**config.mk**
```make
export PLATFORM = sky130hd
export DESIGN_NAME = hoc_trigger
export DESIGN_NICKNAME = d
export VERILOG_FILES = /design/src/rtl/hoc_pkg.sv /design/src/rtl/hoc_sync_merge.sv /design/src/rtl/hoc_down_counter.sv /design/src/rtl/hoc_trigger.sv
export SDC_FILE = /design/constraint.sdc
export NUM_CORES = 1
export LEC_CHECK = 0
export ABC_AREA = 1
export BUFFER_PORTS_ARGS = -buffer_cell sky130_fd_sc_hd__buf_2
export CORE_UTILIZATION = 45
export CTS_CLUSTER_SIZE = 16
export DETAILED_ROUTE_END_ITERATION = 8
export PLACE_DENSITY = 0.68
export SYNTH_ARGS = -nofsm -noshare
export SYNTH_HDL_FRONTEND = slang
export SYNTH_SLANG_ARGS = --single-unit
export TNS_END_PERCENT = 5
```
**constraint.sdc**
```tcl
create_clock -name clk -period 1.85 [get_ports clk]
set_input_delay 0.37 -clock clk [delete_from_list [all_inputs] [get_ports clk]]
set_output_delay 0.37 -clock clk [all_outputs]
set_load 0.005 [all_outputs]
```
**src/rtl/hoc_pkg.sv**
```systemverilog
package hoc_pkg;
  localparam int HOC_CNT_W = 16;
  localparam int HOC_PINS  = 4;
endpackage

```
**src/rtl/hoc_sync_merge.sv**
```systemverilog
module hoc_sync_merge #(
  parameter int NUM_PINS = hoc_pkg::HOC_PINS,
  localparam int SEL_W = (NUM_PINS > 1) ? $clog2(NUM_PINS) : 1
) (
  input  logic [NUM_PINS-1:0] pin_sync_i,
  input  logic [SEL_W-1:0]    pin_sel_i,
  input  logic                ser_en_i,
  input  logic                ser_sync_i,
  input  logic                soft_sync_i,
  output logic                pin_evt_o,
  output logic                ser_evt_o,
  output logic                sync_evt_o
);
  logic [NUM_PINS-1:0] sel_hit;

  for (genvar g = 0; g < NUM_PINS; g++) begin : g_pin
    assign sel_hit[g] = pin_sync_i[g] && (pin_sel_i == SEL_W'(g));
  end

  assign pin_evt_o  = |sel_hit;
  assign ser_evt_o  = ser_en_i & ser_sync_i;
  assign sync_evt_o = pin_evt_o | ser_evt_o | soft_sync_i;
endmodule

```
**src/rtl/hoc_down_counter.sv**
```systemverilog
module hoc_down_counter #(
  parameter int CNT_W = hoc_pkg::HOC_CNT_W
) (
  input  logic             clk,
  input  logic             rst_n,
  input  logic             load_i,
  input  logic [CNT_W-1:0] load_val_i,
  output logic [CNT_W-1:0] count_o,
  output logic             fire_o,
  output logic             busy_o
);
  localparam logic [CNT_W-1:0] ONE = CNT_W'(1);

  function automatic logic [CNT_W-1:0] next_count(
    input logic [CNT_W-1:0] cur, input logic ld, input logic [CNT_W-1:0] val);
    if (ld)             return val;
    else if (cur != '0) return cur - ONE;
    else                return cur;
  endfunction

  function automatic logic at_fire(input logic [CNT_W-1:0] cur);
    return cur == ONE;
  endfunction

  always_ff @(posedge clk or negedge rst_n) begin
    if (!rst_n) count_o <= '0;
    else        count_o <= next_count(count_o, load_i, load_val_i);
  end

  assign fire_o = at_fire(count_o);
  assign busy_o = (count_o != '0);
endmodule

```
**src/rtl/hoc_trigger.sv**
```systemverilog
module hoc_trigger #(
  parameter int CNT_W    = hoc_pkg::HOC_CNT_W,
  parameter int NUM_PINS = hoc_pkg::HOC_PINS,
  localparam int SEL_W = (NUM_PINS > 1) ? $clog2(NUM_PINS) : 1
) (
  input  logic                clk,
  input  logic                rst_n,
  input  logic [CNT_W-1:0]    holdoff_i,
  input  logic                ser_en_i,
  input  logic [SEL_W-1:0]    pin_sel_i,
  input  logic [NUM_PINS-1:0] pin_sync_i,
  input  logic                ser_sync_i,
  input  logic                soft_sync_i,
  output logic                ramp_start_o,
  output logic                scale_upd_o,
  output logic                busy_o
);
  logic             pin_evt;
  logic             ser_evt;
  logic             sync_evt;
  logic [CNT_W-1:0] count;
  logic             fire;

  hoc_sync_merge #(.NUM_PINS(NUM_PINS)) u_merge (
    .pin_sync_i (pin_sync_i),
    .pin_sel_i  (pin_sel_i),
    .ser_en_i   (ser_en_i),
    .ser_sync_i (ser_sync_i),
    .soft_sync_i(soft_sync_i),
    .pin_evt_o  (pin_evt),
    .ser_evt_o  (ser_evt),
    .sync_evt_o (sync_evt)
  );

  hoc_down_counter #(.CNT_W(CNT_W)) u_cnt (
    .clk       (clk),
    .rst_n     (rst_n),
    .load_i    (sync_evt),
    .load_val_i(holdoff_i),
    .count_o   (count),
    .fire_o    (fire),
    .busy_o    (busy_o)
  );

  assign ramp_start_o = fire;
  assign scale_upd_o  = fire;
endmodule

```
# Word level (Yosys, flattened, before mapping)
# Index checks and enable logic that the tools add are counted.
# op_classes
n_addsub,1
n_eq_ne,4
mux,2
bitwise,3
n_reduce_logical,8
# ops
operator,n
$mux W16,2
$eq A16 B1 Y1 const B,1
$reduce_bool A16 Y1,1
$sub A16 B1 Y16 const B,1
$eq A2 B2 Y1 const B,2
$logic_and A1 B1 Y1,4
$reduce_or A4 Y1,1
$eq A2 B1 Y1 const B,1
$logic_not A2 Y1,1
$or A1 B1 Y1,2
$reduce_bool A2 Y1,1
$and A1 B1 Y1,1
# word_totals
regBits,16
inputBits,27
output_inout_bits,3
word_cells,19

# Logic depth before layout (Yosys ltp)
# Gate-level depths: netlist of run 1.
# logic_depth
word_depth,6
mapped_depth,10
ltp_nobuf,10

# Hierarchy
# Synthesis of run 1 repeated with hierarchy kept, for this count alone.
# hier_totals
hier_cells,180
hier_area_um2,1212.4
# by_module_without_submodules
mod,n_inst,cells_each,area_each_um2,seq_area_each_um2
hoc_down_counter,1,165,1149.9,400.4
hoc_sync_merge,1,14,55.1,0.0
hoc_trigger,1,1,7.5,0.0

# Worst setup path after synthesis of run 1
# Ideal clock, no wire load.
# synth_timing
path_type,register to output
from,reg u_cnt.count_o[9]
to,out scale_upd_o
arrival_ns,1.188
required_ns,1.480
setup_slack_ns,0.292
stages_incl_launch_ff,7
path_buffers,1
cell_sequence,dfrtp_1 -> nor2_2 -> nand2_1 -> inv_1 -> nand2_1 -> nor3b_1 -> buf_4
# synth_via
elab_chain_cells,1
# synth_rtl
element,line,rtl
start: declaration,hoc_down_counter.sv:8,"output logic [CNT_W-1:0] count_o,"
start signal: assignment,hoc_down_counter.sv:27,"else count_o <= next_count(count_o, load_i, load_val_i);"
$eq A16 B1 Y1,hoc_down_counter.sv:22,return cur == ONE;
end: declaration,hoc_trigger.sv:15,"output logic scale_upd_o,"
# Every way passes these cells.

# Worst setup path in the final report of run 1
# layout_timing
from,reg u_cnt.count_o[10]
to,out busy_o
# layout_via
elab_chain_cells,1
# layout_rtl
element,line,rtl
$reduce_bool A16 Y1,hoc_down_counter.sv:31,assign busy_o = (count_o != '0);
end: declaration,hoc_trigger.sv:16,output logic busy_o
# Every way passes these cells.

==> results of run 1 <==
[Yosys cell counts]
| library cell | count | area share [%] |
|---|---|---|
| nand3_2 | 3 | 2.3 |
| nor2_8 | 1 | 1.5 |
| buf_6 | 1 | 0.86 |
| nor2_1 | 48 | 14 |
| nand2_2 | 1 | 0.48 |
| a21boi_0 | 1 | 0.58 |
| nand3b_1 | 1 | 0.58 |
| a21oi_1 | 8 | 3.1 |
| nor2_2 | 3 | 1.4 |
| ha_1 | 2 | 1.9 |
| nor3_1 | 2 | 0.77 |
| buf_4 | 2 | 1.2 |
| inv_1 | 34 | 9.8 |
| o21ai_0 | 5 | 1.9 |
| a21oi_2 | 1 | 0.67 |
| nand3_1 | 11 | 4.2 |
| nor3b_1 | 1 | 0.58 |
| dfrtp_1 | 16 | 31 |
| nand2_1 | 75 | 22 |
| xor2_1 | 2 | 1.3 |
| inv_2 | 2 | 0.58 |
[cells by family after synthesis]
group	Yosys count	share of synthesized area [%]
flops	16	30.7
xor+xnor	2	1.35
compound gates	15	6.24
fa+ha+maj	2	1.92
simple gates	146	47.4
buf+inv	39	12.4
[worst max-delay path by stage]
stage	end	slack, ps	cells after the start	startpoint
after global placement	ramp_start_o	210	4	u_cnt.count_o[7]
after CTS	scale_upd_o	10	6	u_cnt.count_o[11]
after floorplan	scale_upd_o	290	6	u_cnt.count_o[9]
after global routing	ramp_start_o	-70	6	u_cnt.count_o[10]
after detailed placement	u_cnt.count_o[8]	200	9	u_cnt.count_o[0]
final	busy_o	30	5	u_cnt.count_o[10]
[worst reg2reg max path: stages (launching register included)]
cell     delay [ps]
dfrtp_1         410
inv_1           120
ha_4            150
nand2_1          80
nor2_1          110
nand2_1         130
nor2_2          160
nand2_2         170
o21ai_0         140
nor2_1           60
[through the flow]
| step | setup WS, ps | setup TNS [ps] | area (µm²) | cells | hold slack [ps] |
|---|---|---|---|---|---|
| after global placement | 211 | 0 | 1470 | 278 | 315 |
| after CTS | 11.2 | 0 | 1560 | 284 | 301 |
| after detailed placement | 199 | 0 | 1470 | 278 | 312 |
| final | 26.7 | 0 | 1640 | 290 | 300 |
| after floorplan | 292 | 0 | 1300 | 220 | 74.4 |
| after global routing | -68.7 | -169 | 1640 | 290 | 303 |
[placed cells by master (no fill, tap or decap), types with 2 or more instances in the layout]
cell      netlist  layout
a21oi_1         8       8
buf_2           0      29
buf_4           2       8
clkbuf_4        0       3
dfrtp_1        16      15
inv_1          34      31
inv_2           2       5
nand2_1        75      72
nand2_2         1       3
nand3_1        11      10
nand3_2         3       4
nor2_1         48      42
nor2_2          3       6
nor2_4          0       3
nor3_1          2       2
o21ai_0         5       5
xor2_1          2       2
[repair_timing]
action	CTS	global route
setup endpoints to repair	3	3
hold endpoints to repair	16	0
hold buffers	1	0
setup buffers	1	6
resized for setup	11	11
pin swaps	1	5
[routing by layer]
layer	vias up	GRT usage [%]	share of wire, %
met5	-	0	0
met4	0	6.43	1.7
met3	7	3.02	4.8
met2	51	34.6	47
met1	626	29.3	47
li1	739	-	-
[final cells by class]
class / instances / area [µm²] / area share (%)
timing repair buffer: 38 / 215 / 13.1
tap: 31 / 38.8 / 2.37
sequential: 16 / 402 / 24.5
inverter: 36 / 135 / 8.24
clock buffer: 4 / 36.3 / 2.21
multi-input combinational: 165 / 812 / 49.5
[power groups by stage]
| stage | Sequential, W | Combinational [W] | Clock, W |
|---|---|---|---|
| finish | 0.000428 | 0.000261 | 0.000246 |
| global route | 0.000434 | 0.000303 | 0.000262 |
| CTS | 0.000426 | 0.000236 | 0.000249 |
| detailed placement | 0.000428 | 0.000226 | 0 |
| global placement | 0.000429 | 0.000227 | 0 |
| floorplan | 0.000419 | 0.000163 | 0 |
==> run metrics, run 1 <==
outcome finished clean; fin. max-slew vios 0; number of synthesized register bits 16; Power Internal 0.000617 W; Hold Path End u_cnt.count_o[3]; Final Util 59.4%; fin crit share 98.6%; H-tree level count 1; clock tree root driver cell clkbuf_4; Critical Path RT 1480 ps; CTS tree done; via count of the first global-routing pass 1,243; Crit path max-delay family simple AND/OR/NAND/NOR gates; Comb power frac 27.9%; top achievable clock speed 0.548 GHz; antenna-violating nets left 0; max reg flops 16; Final setup viols 0; TritonCTS Buffers 3; count of cell types in the netlist 21; Tot GR Track Use 21.3%; syn avg cell area 5.92 µm²; final-report hold violation count 0; FF-to-FF path depth 9; max_cap viols 0; FP Rows 19; clk sinks 16; Hold Path Origin holdoff_i[3]; sequential area share after synthesis 30.7%; Seq pwr share 45.8%; final WL 3090 µm; YS warnings 0; Max-slew headroom 75.1%; Die Y 55.8 µm; Synth Instances 220; die extent in x 55.8 µm; Hold Path Class input port to register; CP Launch Type register; fraction of layout instances using a drive strength above 1 26.3%; CP Buf/Inv Count 1; biggest regs u_cnt.count_o: 16 flops; DR vias 1,423; Clk pwr share 26.3%; Syn Nets 249; Initial Util 47.2%; critical path class register to primary output; Least-Margin Pin Slew 374 ps; Final Skew 2.66 ps; core area 2760 µm²; Overflow after GRT 0; Top reg by flops u_cnt.count_o; RD Place Congestion 0.968; antenna cell count 0; first-pass GRT wire length 5220 µm; CP max stage cell dfrtp_1; initial antenna violation count 0; WP data arrival 1450 ps; Tot Pwr 0.000936 W; total net switching power 0.000319 W; WHS Path Cells 3; DR iter-0 viols 52; Pleak 0.930 nW; Top Ports 30; fin crit period 1820 ps; Die Area 3110 µm²; drt first pass iters 4; I/O Buffers 29; # fillers 290; endpoint type of the worst setup path primary output; Via density 4.91; reg2reg end u_cnt.count_o[8]; flop2flop setup slack 220 ps; HPWL Detailed 2230 µm; RR Startpoint u_cnt.count_o[1]; RSZ-0062 raised after global routing yes; Peak supply drop 0.364 mV; PD cells 571 nW/µm²; Synth Cell Area 1300 µm²; Sw Ratio 34.0%; critical path cell sequence nor2_2 -> nand2_2 -> nor2_2 -> nand2_2 -> buf_2; DRC 0; WL/cell 10.6 µm; nets 289; Max clock buf depth 2; Syn-to-layout area delta 25.8%; Skew-Pair Late Insertion Delay 300 ps; pin count of the biggest net entering global routing 18; Crit Path Max Fanout 4; max incr delay on CP 430 ps; register clock-pin slew on the reported worst setup and hold paths 100 ps
No activity file was read; power rests on OpenSTA's default activity.
==> inputs of run 2 (changes only) <==
Settings changed: SETUP_SLACK_MARGIN from default to 0.3.
==> run 2 against run 1 <==
Compared with the run above: flip-flop and latch count unchanged; clock skew shrank 0.83 ps; critical path depth grew 1; utilization up 2.6 points; non-clock buffer count grew 14; sequential share of layout area fell by 1.1 points; clock power decreased by 21%; critical endpoint unchanged; largest power group unchanged; highest routed layer unchanged.
==> run metrics, run 2 (synthesis gave the netlist of run 1 again) <==
outcome finished clean; max reg flops 16 (unchanged); most frequent cells in the layout nand2_1, nor2_1, inv_1; Max-slew headroom 73.1% (-2.0 points); core area 2760 µm² (unchanged); pin count of the biggest net entering global routing 18 (unchanged); DR iter-0 viols 43 (-17%); Top reg by flops u_cnt.count_o; WP data arrival 1430 ps (-20 ps); Comb power frac 33.2% (+5.3 points); fin. max-slew vios 0 (unchanged); I/O Buffers 29 (unchanged); Hold Path Class input port to register; Pleak 0.962 nW (+3.4%); clock tree root driver cell clkbuf_4; DRC 0 (unchanged); Sw Ratio 34.9% (+0.86 points); RD Place Congestion 0.892 (-7.8%); Power Internal 0.000603 W (-2.3%); Critical Path RT 1480 ps (about the same); fin crit period 1800 ps (-18.6 ps); H-tree level count 1 (unchanged); fraction of layout instances using a drive strength above 1 30.1% (+3.9 points); CTS tree done; total net switching power 0.000324 W (+1.6%); via count of the first global-routing pass 1,323 (+6.4%); initial antenna violation count 0 (unchanged); TritonCTS Buffers 3 (unchanged); Clk pwr share 21.1% (-5.2 points); worst hold slack 311 ps (+11.0 ps); Syn-to-layout area delta 31.3%; register clock-pin slew on the reported worst setup and hold paths 100 ps (about the same); RSZ-0062 raised after global routing yes; endpoint type of the worst setup path primary output; final-report hold violation count 0 (unchanged); max_cap viols 0 (unchanged); FP Rows 19 (unchanged); critical path class register to primary output; Peak supply drop 0.383 mV (+5.3%); WL/cell 10.6 µm (-0.82%); Die Area 3110 µm² (unchanged); commonest non-fill, non-tap cell in the layout nand2_1; Crit Path Max Fanout 3 (-1); Least-Margin Pin Slew 404 ps (+30.1 ps); Skew-Pair Late Insertion Delay 290 ps (about the same); Final setup viols 0 (unchanged); nets 303 (+4.8%); Via density 4.75 (-3.2%); CP Launch Type register; Initial Util 47.2% (unchanged); drt first pass iters 5 (+1); Overflow after GRT 0 (unchanged); Max clock buf depth 2 (unchanged); clk sinks 16 (unchanged); Tot GR Track Use 22.4% (+1.1 points); Tot Pwr 0.000927 W (-0.96%); Seq pwr share 45.8% (about the same); DR vias 1,439 (+1.1%); HPWL Detailed 2280 µm (+2.3%); Die Y 55.8 µm (unchanged); die extent in x 55.8 µm (unchanged); Final Skew 1.83 ps (-0.828 ps); Top Ports 30 (unchanged); fin crit share 97.6% (-1.0 points); antenna-violating nets left 0 (unchanged); final WL 3200 µm (+3.6%); biggest regs u_cnt.count_o: 16 flops; top achievable clock speed 0.554 GHz (+1.0%); antenna cell count 0 (unchanged); PD cells 542 nW/µm² (-5.1%); first-pass GRT wire length 5510 µm (+5.4%)
run 2: power by group through the flow:
stage	logic (W)	registers [W]	clock network (W)
floorplan	0.000163	0.000419	0
global placement	0.000232	0.000428	0
detailed placement	0.000233	0.000427	0
CTS	0.000283	0.000420	0.000197
global route	0.000349	0.000428	0.000208
finish	0.000307	0.000424	0.000195
run 2: repair_timing:
action,CTS,global route
gates resized for setup,11,8
hold endpoints to repair,16,0
gates cloned,0,0
setup endpoints to repair,15,17
pin swaps,8,7
setup buffers,14,6
hold buffers,1,0
run 2: layout make-up:
class / count / area, µm²
clock buffers: 3 / 22.5
fillers: 281 / 1050
inverters: 36 / 135
multi-input cells: 165 / 793
flip-flops and latches: 16 / 400
well taps: 31 / 38.8
repair buffers: 52 / 320
run 2: critical path: stages, from the launching register on:
cell and delay (ps):
dfrtp_1 420, inv_2 80, ha_2 180, nand2_1 80, nor2_2 170, nand2_2 90
buf_2 130
run 2: path summary, 6_finish.rpt:
kind | from | end | slack (ps) | depth (start not counted)
max reg2reg | u_cnt.count_o[1] | u_cnt.count_o[1] | 140 | 11
min in group asynchronous | rst_n | u_cnt.count_o[0] | 520 | 2
max | u_cnt.count_o[1] | busy_o | 50 | 6
min reg2reg | u_cnt.count_o[1] | u_cnt.count_o[1] | 570 | 2
max in group asynchronous | rst_n | u_cnt.count_o[3] | 1040 | 2
min | holdoff_i[3] | u_cnt.count_o[3] | 310 | 3
run 2: per-layer routing:
| layer | track usage (%) | part of all wire [%] |
|---|---|---|
| met5 | 0 | 0 |
| met4 | 7.86 | 1.9 |
| met3 | 3.72 | 5.6 |
| met2 | 36.7 | 45 |
| met1 | 29.9 | 47 |
run 2: stage by stage:
stage               utilization, %  cells  setup TNS, ps  area (µm²)  setup WS [ps]
finish                        62.0    303              0        1710           45.3
floorplan                        -    220              0        1310            381
detailed placement            53.7    279              0        1480            196
global placement              53.7    279              0        1480            263
CTS                           59.5    297              0        1640           83.8
global route                  62.0    303          -2.34        1710          -2.34
==> inputs of run 3 (changes only) <==
Settings changed: CORE_UTILIZATION 45 to 39, GPL_TIMING_DRIVEN from default to 0, PLACE_DENSITY 0.68 to 0.6, SETUP_SLACK_MARGIN 0.3 to default.
==> run 3 against run 2 <==
Compared with the run above: the run now ends with negative setup slack left; register-to-register slack improved by 40 ps; die area rose by 15%; total power rose by 9.1%; fmax fell by 3.1%; global-route usage fell by 0.90 points; sequential share of layout area fell by 1.2 points; cell count rose by 7.3%; critical path depth fell by 1; sequential power barely moved; clock-buffer cell count rose by 1.
==> run metrics, run 3 (synthesis gave the netlist of run 1 again) <==
fin. max-slew vios 0 (unchanged); biggest regs u_cnt.count_o: 16 flops; WL/cell 10.8 µm (+1.9%); Peak supply drop 0.226 mV (-41%); Syn-to-layout area delta 38.3%; H-tree level count 1 (unchanged); CP max stage cell dfrtp_1; Top reg by flops u_cnt.count_o; final-report hold violation count 0 (unchanged); DRC 0 (unchanged); drt first pass iters 4 (-1); Critical Path RT 1480 ps (about the same); fin worst setup slack -12.2 ps (-57.5 ps); fin crit share 101% (+3.1 points); FP Rows 20 (+1); Clk pwr share 25.0% (+3.9 points); core area 3100 µm² (+13%); I/O Buffers 29 (unchanged); Final Cell Area 1800 µm² (+5.3%); clock tree root driver cell clkbuf_4; max reg flops 16 (unchanged); fin crit period 1860 ps (+57.5 ps); Initial Util 42.0% (-5.3 points); Crit path max-delay family simple AND/OR/NAND/NOR gates; Seq pwr share 41.8% (-4.0 points); DR vias 1,484 (+3.1%); antenna cell count 0 (unchanged); max incr delay on CP 420 ps (about the same); most used cell, CP nand2_2; Die Area 3570 µm² (+15%); outcome complete, but fails checks; critical path cell sequence nor2_2 -> nand2_2 -> nor2_1 -> nand2_2 -> buf_2; Top Ports 30 (unchanged); PD cells 561 nW/µm² (+3.6%); max_cap viols 0 (unchanged); CP Launch Type register; Tot GR Track Use 21.5% (-0.90 points); Pleak 1.01 nW (+4.9%); Skew-Pair Late Insertion Delay 300 ps (about the same); initial antenna violation count 0 (unchanged); Least-Margin Pin Slew 388 ps (-15.6 ps); Comb power frac 33.2% (about the same); Sw Ratio 34.0% (-0.95 points); fraction of layout instances using a drive strength above 1 32.0% (+1.9 points); Via density 4.57 (-3.9%); most frequent cells in the layout nand2_1, nor2_1, inv_1; Cells after DPL 293 (+5.0%); endpoint type of the worst setup path primary output; top achievable clock speed 0.537 GHz (-3.1%); TritonCTS Buffers 3 (unchanged); die extent in x 59.8 µm (+7.2%); Power Internal 0.000668 W (+11%); Final Skew 6.54 ps (+4.71 ps); Max-slew headroom 74.1% (+1.0 points); RD Place Congestion 0.855 (-4.2%); Max clock buf depth 2 (unchanged); failing checks negative setup slack; nets 311 (+2.6%); Non-Filler Instances 325 (+7.3%); Die Y 59.8 µm (+7.2%); clk sinks 16 (unchanged); Hold Path Class input port to register; total net switching power 0.000343 W (+6.2%); first-pass GRT wire length 5640 µm (+2.5%); RSZ-0062 raised after global routing yes; HPWL Detailed 2330 µm (+2.2%); DP Area 1500 µm² (+1.5%); antenna-violating nets left 0 (unchanged); register clock-pin slew on the reported worst setup and hold paths 110 ps (about the same); pin count of the biggest net entering global routing 17 (-1); CTS tree done; Final setup viols 1 (+1); WP data arrival 1490 ps (+60 ps); final WL 3490 µm (+9.3%); commonest non-fill, non-tap cell in the layout nand2_1; via count of the first global-routing pass 1,286 (-2.8%); CP Buf/Inv Count 1 (-1); Overflow after GRT 0 (unchanged); DR iter-0 viols 87 (+100%); critical path class register to primary output; Crit Path Max Fanout 3 (unchanged)
[run 3: stage by stage]
stage / util [%] / hold WS [ps] / setup WS (ps) / power, W / TNS [ps]
6_report: 58.1 / 298 / -12.2 / 0.00101 / -12.2
4_1_cts: 54.8 / 299 / 38.8 / 0.000973 / 0
2_1_floorplan: - / 74.4 / 292 / 0.000582 / 0
3_3_place_gp: 48.4 / 317 / 92.8 / 0.000657 / 0
5_1_grt: 58.1 / 290 / -59.9 / 0.00108 / -134
3_5_place_dp: 48.4 / 317 / 100 / 0.000660 / 0
[run 3: path summary, 6_finish.rpt]
kind	start	endpoint	slack, ps	cells past startpoint
setup / recovery	u_cnt.count_o[11]	busy_o	-10	5
hold reg to reg	u_cnt.count_o[1]	u_cnt.count_o[1]	550	2
setup reg to reg	u_cnt.count_o[14]	u_cnt.count_o[15]	180	12
hold / removal	holdoff_i[4]	u_cnt.count_o[4]	300	3
max in group asynchronous	rst_n	u_cnt.count_o[5]	1070	2
min in group asynchronous	rst_n	u_cnt.count_o[15]	500	2
[run 3: power by group through the flow]
stage	Clock, W	Sequential [W]	Combinational, W
finish	0.000253	0.000422	0.000336
global route	0.000272	0.000426	0.000378
CTS	0.000256	0.000422	0.000294
detailed placement	0	0.000429	0.000231
global placement	0	0.000429	0.000228
floorplan	0	0.000419	0.000163
[run 3: routing by layer]
| metal | vias up | GRT usage, % | part of all wire [%] |
|---|---|---|---|
| met4 | 0 | 7.97 | 1.6 |
| li1 | 785 | - | - |
| met3 | 5 | 2.60 | 5.2 |
| met5 | - | 0 | 0 |
| met1 | 648 | 27.9 | 47 |
| met2 | 46 | 36.3 | 46 |
[run 3: cell type report]
class / instances / area, µm²
fill: 331 / 1300
multi-input combinational: 165 / 791
sequential: 16 / 400
timing repair buffer: 58 / 365
inverter: 36 / 135
tap: 44 / 55.1
clock buffer: 4 / 36.3
buffer: 2 / 18.8
[run 3: worst reg2reg max path: stages (launching register included)]
cell,delay [ps]
dfrtp_1,420
nor2_2,170
buf_4,130
buf_4,90
buf_4,90
buf_4,90
buf_4,90
buf_4,90
nand2_1,50
nor2_1,120
a21oi_1,80
nor2_1,120
nor2_1,40
[run 3: timing repair]
action,in CTS,in global routing
gates resized for setup,13,5
endpoints found under the hold margin,16,0
endpoints found under the setup margin,3,3
pin swaps,6,8
setup buffers,16,12
gates cloned,0,0
hold buffers,1,0
